===== src/rtl/tw_pkg.sv =====
package tw_pkg;
  localparam int DEF_IDX_W = 7;
  localparam int DEF_DAT_W = 8;

  typedef enum logic [1:0] {
    END_NONE   = 2'd0,
    END_COMMIT = 2'd1,
    END_REJECT = 2'd2
  } frame_end_e;
endpackage


===== src/rtl/tw_sync.sv =====
module tw_sync #(
  parameter int W      = 3,
  parameter int STAGES = 2
) (
  input  logic         clk,
  input  logic         rst,
  input  logic [W-1:0] d,
  output logic [W-1:0] q
);
  logic [STAGES-1:0][W-1:0] stg;

  // reset value 0: select must be seen high after reset before a frame can open
  always_ff @(posedge clk) begin
    if (rst) stg <= '0;
    else     stg <= {stg[STAGES-2:0], d};
  end

  assign q = stg[STAGES-1];
endmodule


===== src/rtl/tw_deser.sv =====
module tw_deser
  import tw_pkg::*;
#(
  parameter int IDX_W = DEF_IDX_W,
  parameter int DAT_W = DEF_DAT_W
) (
  input  logic             clk,
  input  logic             rst,
  input  logic             sel_s,
  input  logic             sclk_s,
  input  logic             sdat_s,
  output logic             wr_stb,
  output logic [IDX_W-1:0] wr_idx,
  output logic [DAT_W-1:0] wr_data,
  output logic             err_stb
);
  localparam int WORD_W  = 1 + IDX_W + DAT_W;
  localparam int CNT_W   = $clog2(WORD_W + 2);
  localparam int CNT_MAX = WORD_W + 1;

  logic              sel_d, sclk_d, in_word;
  logic [CNT_W-1:0]  cnt;
  logic [WORD_W-1:0] shreg;
  logic              sel_fall, sel_rise, sclk_rise;
  frame_end_e        fin;

  assign sel_fall  = sel_d & ~sel_s;
  assign sel_rise  = ~sel_d & sel_s;
  assign sclk_rise = ~sclk_d & sclk_s;

  always_comb begin
    fin = END_NONE;
    if (in_word && sel_rise) begin
      if (cnt == CNT_W'(WORD_W) && !shreg[WORD_W-1]) fin = END_COMMIT;
      else                                          fin = END_REJECT;
    end
  end

  always_ff @(posedge clk) begin
    if (rst) begin
      sel_d   <= 1'b0;
      sclk_d  <= 1'b0;
      in_word <= 1'b0;
      cnt     <= '0;
      shreg   <= '0;
      wr_stb  <= 1'b0;
      err_stb <= 1'b0;
      wr_idx  <= '0;
      wr_data <= '0;
    end else begin
      sel_d   <= sel_s;
      sclk_d  <= sclk_s;
      wr_stb  <= (fin == END_COMMIT);
      err_stb <= (fin == END_REJECT);
      if (fin == END_COMMIT) begin
        wr_idx  <= shreg[WORD_W-2 -: IDX_W];
        wr_data <= shreg[DAT_W-1:0];
      end
      if (sel_fall) begin
        in_word <= 1'b1;
        cnt     <= '0;
        shreg   <= '0;
      end else if (in_word && !sel_s && sclk_rise) begin
        shreg <= {shreg[WORD_W-2:0], sdat_s};
        if (cnt != CNT_W'(CNT_MAX)) cnt <= cnt + 1'b1;
      end
      if (sel_rise) in_word <= 1'b0;
    end
  end
endmodule


===== src/rtl/tw_regfile.sv =====
module tw_regfile #(
  parameter int IDX_W = 7,
  parameter int DAT_W = 8
) (
  input  logic             clk,
  input  logic             rst,
  input  logic             we,
  input  logic [IDX_W-1:0] w_idx,
  input  logic [DAT_W-1:0] w_data,
  input  logic [IDX_W-1:0] r_idx,
  output logic [DAT_W-1:0] r_data
);
  localparam int DEPTH = 1 << IDX_W;

  logic [DAT_W-1:0] mem [DEPTH];
  logic [DAT_W-1:0] mem_q;
  logic [DEPTH-1:0] vld;
  logic             vld_q;

  // storage array: no reset, read-before-write, suits block RAM
  always_ff @(posedge clk) begin
    if (we) mem[w_idx] <= w_data;
    mem_q <= mem[r_idx];
  end

  // per-entry written flags give the reset-to-zero view
  always_ff @(posedge clk) begin
    if (rst) begin
      vld   <= '0;
      vld_q <= 1'b0;
    end else begin
      if (we) vld[w_idx] <= 1'b1;
      vld_q <= vld[r_idx];
    end
  end

  assign r_data = vld_q ? mem_q : '0;
endmodule


===== src/rtl/tw_regport.sv =====
module tw_regport
  import tw_pkg::*;
#(
  parameter int IDX_W       = DEF_IDX_W,
  parameter int DAT_W       = DEF_DAT_W,
  parameter int SYNC_STAGES = 2
) (
  input  logic             clk,
  input  logic             rst,
  input  logic             sel_n,
  input  logic             sclk,
  input  logic             sdat,
  input  logic [IDX_W-1:0] rd_idx,
  output logic [DAT_W-1:0] rd_data,
  output logic             wr_stb,
  output logic [IDX_W-1:0] wr_idx,
  output logic [DAT_W-1:0] wr_data,
  output logic             err_stb
);
  logic [2:0] pins_s;

  tw_sync #(.W(3), .STAGES(SYNC_STAGES)) u_sync (
    .clk (clk),
    .rst (rst),
    .d   ({sel_n, sclk, sdat}),
    .q   (pins_s)
  );

  tw_deser #(.IDX_W(IDX_W), .DAT_W(DAT_W)) u_deser (
    .clk     (clk),
    .rst     (rst),
    .sel_s   (pins_s[2]),
    .sclk_s  (pins_s[1]),
    .sdat_s  (pins_s[0]),
    .wr_stb  (wr_stb),
    .wr_idx  (wr_idx),
    .wr_data (wr_data),
    .err_stb (err_stb)
  );

  tw_regfile #(.IDX_W(IDX_W), .DAT_W(DAT_W)) u_rf (
    .clk    (clk),
    .rst    (rst),
    .we     (wr_stb),
    .w_idx  (wr_idx),
    .w_data (wr_data),
    .r_idx  (rd_idx),
    .r_data (rd_data)
  );
endmodule


===== config.mk =====
export PLATFORM = sky130hd
export DESIGN_NAME = tw_regport
export DESIGN_NICKNAME = d
export VERILOG_FILES = /design/src/rtl/tw_pkg.sv /design/src/rtl/tw_sync.sv /design/src/rtl/tw_deser.sv /design/src/rtl/tw_regfile.sv /design/src/rtl/tw_regport.sv
export SDC_FILE = /design/constraint.sdc
export NUM_CORES = 1
export LEC_CHECK = 0
export BUFFER_PORTS_ARGS = -buffer_cell sky130_fd_sc_hd__clkbuf_2
export CORE_MARGIN = 1.5
export CORE_UTILIZATION = 38
export DETAILED_ROUTE_END_ITERATION = 12
export HOLD_SLACK_MARGIN = 0.08
export PLACE_DENSITY = 0.5
export SLEW_MARGIN = 5
export SYNTH_ARGS = -nofsm -noshare
export SYNTH_HDL_FRONTEND = slang
export SYNTH_SLANG_ARGS = --single-unit

===== constraint.sdc =====
create_clock -name clk -period 3.2 [get_ports clk]
set_clock_uncertainty 0.2 [all_clocks]
set_input_delay 0.16 -clock clk [delete_from_list [all_inputs] [get_ports clk]]
set_output_delay 0.16 -clock clk [all_outputs]
set_load 0.005 [all_outputs]

* Word-level counts from Yosys, hierarchy flattened
Memory sizes are Yosys's and may differ from the RTL's. A register that Yosys moved wholly into a read port is not among the register bits.
Index checks and enable logic that the tools add are counted.
Widths: inputs -> output; s select.
** Storage, ports and cells
- Memories kept :: 1
- Output and inout port bits :: 25
- Register bits :: 176
- Bits in writable memories :: 1024
- Input port bits :: 12
** Memory list
- u_rf.mem :: depth 128, width 8, rd ports 1, clocked after memory_dff 1, write ports 1, line tw_regfile.sv:15 : logic [DAT_W-1:0] mem [DEPTH];
** Cells by class
- Equal/unequal tests :: 4
- $add $sub $neg :: 1
- Order comparisons :: 3
- Reductions and logical operators :: 10
- Bitwise logic cells :: 7
- Mux-type cells :: 9
** Operators with widths (count)
- $or 128x128->128 :: 1
- $lt 7x8->1 const B :: 2
- $mux 8 :: 1
- $bmux 1 s7 :: 1
- $demux 1 s7 :: 1
- $ge 7x1->1 const B :: 1
- $add 5x1->5 const B :: 1
- $eq 5x5->1 const B :: 1
- $logic_and 1x1->1 :: 5
- $ne 5x5->1 const B :: 1
- $mux 1 :: 4
- $mux 2 :: 2
- $reduce_or 2->1 :: 2
- $and 1x1->1 :: 3
- $not 1->1 :: 3
- $eq 2x1->1 const B :: 1
- $eq 2x2->1 const B :: 1
- $logic_not 1->1 :: 2
- $reduce_and 2->1 :: 1

* Logic depth before layout (Yosys ltp)
- Depth in word-level cells :: 5
- Mapped depth :: 11
- Mapped depth without buffers :: 6

* By module
Synthesis repeated with hierarchy kept, for this count alone.
** Second synthesis, totals
- Cells, all modules :: 2501
- Area total of the unflattened synthesis :: 46340.7 µm²
** By module, submodules not included
- tw_regfile :: cells each 2302, area each 44512.7 µm², instances 1
- tw_deser :: cells each 184, area each 1647.8 µm², instances 1
- tw_sync :: cells each 15, area each 180.2 µm², instances 1

* Least setup slack after synthesis
Ideal clock, no wire load.
- Path kind :: input to register
- Start point :: input port rd_idx[1]
- End point :: register u_rf.mem_q[3] (read register of u_rf.mem)
- Arrival :: 2.331 ns
- Data required time :: 2.866 ns
- Setup time :: 0.134 ns
- Path buffers :: 4
- Stages :: 8
- Slack :: 0.535 ns
- Cell sequence :: buf_2 -> buf_2 -> clkbuf_1 -> buf_1 -> mux4_2 -> a22oi_1 -> a21oi_1 -> or4_1
** RTL lines
- start: declaration :: line tw_regport.sv:13 : input logic [IDX_W-1:0] rd_idx,
- end: declaration :: line tw_regfile.sv:16 : logic [DAT_W-1:0] mem_q;

* Worst setup path in the final report
- Start point :: register u_rf.vld[111]
- End point :: register u_rf.vld_q
** On the way
- Cells in the longest elaborated chain, start to end :: 2
** RTL lines
- start: declaration :: line tw_regfile.sv:17 : logic [DEPTH-1:0] vld;
- start signal: assignment :: line tw_regfile.sv:29 : vld <= '0;
- start signal: indexed assignment :: line tw_regfile.sv:32 : if (we) vld[w_idx] <= 1'b1;
- $bmux 1 s7 :: line tw_regfile.sv:33 : vld_q <= vld[r_idx];
- $mux 1 (not written as such) :: line tw_regfile.sv:33
- end signal: assignment :: line tw_regfile.sv:33
- end: declaration :: line tw_regfile.sv:18 : logic vld_q;
Every way passes these cells. The select of a mux whose other input is x is not followed.
A chain may end at the register's enable or synchronous reset.

==> flow_summary_export.csv <==
group,metric,value,unit
timing,rsz0062_at_grt,"no",
clock_network,clock_path_buffers,3,
route,drc,0,
cells_and_area,fin_nets,2788,
timing,maxSlewViolCount,0,
cells_and_area,design_area,54500,um2
critical_path,crit_fanout,2,
placed_design,place_ws,0.102,ns
cells_and_area,final_common_cell,"edfxtp_1",
logic_synthesis,synth-seq-cells,1208,
logic_synthesis,synth.net_count,2488,
clock_network,clock-sinks,1208,
route,antenna_left,0,
clock_network,cts_setup_buffers,0,
route,via_count,24100,
clock_network,clk_pin_slew_worst_paths,0.06,ns
logic_synthesis,yosysSeqAreaShare,74.6,%
logic_synthesis,synth_flop_cell,"edfxtp_1",
grt,grt_max_degree,127,
grt,antenna_found_initial,3,
logic_synthesis,synth_top_area_share,66.6,%
power,power_density,609,nW/um2
placed_design,gp_congestion,0.800,
floorplan,rows,127,
logic_synthesis,yosysWarnings,0,
timing,fin_ws,0.294,ns
floorplan,die_w,351,um
placed_design,portBuffers,36,
cells_and_area,drive_gt1_share,27.4,%
route,drtIter0Drc,2244,
grt,grt_use_total,19.9,%
logic_synthesis,async_flop_share,0,%
cells_and_area,syn_to_final_growth,18.1,%
clock_network,cts-resized-gates,0,
logic_synthesis,synthTopCellsByArea,"edfxtp_1 (67%), mux4_2 (14%), dfxtp_1 (8.0%)",
logic_synthesis,avgSynthCellArea,18.7,um2
cells_and_area,ff_latch_area,34500,um2
clock_network,cts_root_buf,"clkbuf_16",
power,peakVddDrop,0.000422,V
logic_synthesis,synth_cell_types,52,
cells_and_area,final_util,45.4,%
clock_network,cts_tree,"built",
critical_path,required,3.62,ns
logic_synthesis,synth_area_leader_cell,"edfxtp_1",
cells_and_area,fill_cells,10400,
timing,finalSetupViolations,0,
clock_network,cts_inserted_buffers,132,
grt,grt_pass1_wl,175000,um
floorplan,core-area,120000,um2
critical_path,start_kind,"flop",
timing,finalHoldViolCount,0,
route,drt_wl_total,120000,um
route,viasPerCell,5.37,
power,total_leakage_power,18.1,nW
worst_hold_path,hold_class,"in2reg",
flow_run,drv_cap,0,
timing,finalCritPeriodShare,90.8,%
cells_and_area,most-common-layout-cells,"edfxtp_1 (1,024), nor2_1 (407), mux4_2 (294)",
logic_synthesis,syn_inst,2473,
route,wl_per_cell,26.8,um
placed_design,dpl-instance-area,50100,um2
grt,grt_overflow,0,
critical_path,critical_path_arrival,3.32,ns
timing,fmax,344,MHz
placed_design,dp_hpwl,75500,um
timing,hold_ws,0.194,ns
cells_and_area,multi_input_area,11100,um2
timing,finalCriticalPeriod,2.91,ns
outcome,status,"complete, no violations",
grt,grt_pass1_vias,25000,
timing,finalSetupTns,0,ns
clock_network,clk_latency,0.72,ns
floorplan,initial_utilization,38.4,%
floorplan,dieArea,124000,um2
timing,worst_pin_slew,0.843,ns
timing,relSlewSlack,43.4,%
route,first_pass_iters,5,
critical_path,worstSetupPathType,"reg2reg",
floorplan,top_level_ports,37,
logic_synthesis,syn_area,46100,um2
clock_network,htree_levels,4,
logic_synthesis,synth_edf_count,1024,
cells_and_area,n_antenna_cell,0,
floorplan,die_h,351,um
critical_path,end_kind,"flop",
## layout make-up
class / instances / share of cell area, %
clock buffer: 169 / 6.60
clock inverter: 69 / 1.30
inverter: 7 / 0.0482
multi-input combinational: 1126 / 20.3
sequential: 1208 / 63.3
tap: 1612 / 3.70
timing repair buffer: 298 / 4.81
## per-layer routing
metal  GRT usage (%)  up-vias  share of wire (%)
met2            31.4      720                 47
li1                -    10400                  -
met4            6.69        2                3.0
met5               0        -              0.013
met3            4.25      190                6.1
met1            27.3    12800                 44
## flip-flops by register name (all words and copies together), names as in the netlist
| signal | count |
|---|---|
| u_rf.mem | 1024 |
| u_rf.vld | 128 |
| u_deser.shreg | 16 |
| u_deser.wr_data | 8 |
| u_rf.mem_q | 8 |
| u_deser.wr_idx | 7 |
| u_deser.cnt | 5 |
| u_sync.q | 3 |
| u_sync.stg | 3 |
| u_deser.err_stb | 1 |
| u_deser.in_word | 1 |
| u_deser.sclk_d | 1 |
| u_deser.sel_d | 1 |
| u_deser.wr_stb | 1 |
| u_rf.vld_q | 1 |
## timing repair
action	in CTS	in global routing
endpoints found under the hold margin	152	0
hold buffers	12	0
endpoints found under the setup margin	0	0
## worst paths after layout
kind | slack, ns | cells after the start | from | endpoint
worst max-delay path | 0.29 | 6 | u_rf.vld[111] | u_rf.vld_q
worst min-delay path | 0.19 | 6 | rd_idx[4] | u_rf.mem_q[6]
worst max register to register | 0.29 | 6 | u_rf.vld[111] | u_rf.vld_q
worst min register to register | 0.24 | 1 | u_sync.stg[2] | u_sync.q[2]
## logic make-up (layout without fill, tap and decap cells)
logic type               count (synthesis)  after routing  synth area share, %
buffers and inverters                  139            543                 1.45
flip-flops                            1208           1208                 74.6
AO/OA/AOI/OAI                          140            140                 2.16
AND/OR/NAND/NOR                        595            595                 5.32
multiplexers                           384            384                 16.3
XOR/XNOR                                 4              4               0.0759
adder cells (fa/ha/maj)                  3              3               0.0813
## metrics by stage
step                std cells  power [W]
floorplan                2473     0.0179
detailed placement       4239     0.0184
CTS                      4489     0.0335
finish                   4489     0.0332
global placement         4239     0.0184
global route             4489     0.0341
## Yosys cell counts, types with 4 or more instances
cell type and number:
nor2_1 408, and2_1 10, buf_6 9, buf_2 24, edfxtp_1 1024, nand3b_1 5, dfxtp_1 184, buf_1 15
nand2_1 100, a221oi_1 4, a22oi_1 48, nor3b_1 4, nor2b_1 17, a21oi_1 36, a32oi_1 14, mux4_2 294
or2_2 4, clkbuf_1 71, a22o_1 9, nand3_1 17, or4_1 7, nand4_1 7, inv_1 6, buf_4 13
mux2i_1 89, o22ai_1 11
## worst max-delay path, cell delays in order, from the launching register on
cell and delay, ns:
dfxtp_1 0.31, mux4_2 0.50, nand2_1 0.19, a21oi_1 0.12, a311oi_1 0.72, o32ai_1 0.17
dlygate4sd3_1 0.59
## where the power goes
group	internal (W)	switching, W	leakage [nW]
Sequential	0.0168	0.00000997	11.0
Clock	0.00906	0.00604	2.10
Combinational	0.000546	0.000668	5.06
(Power assumes the default switching activity.)
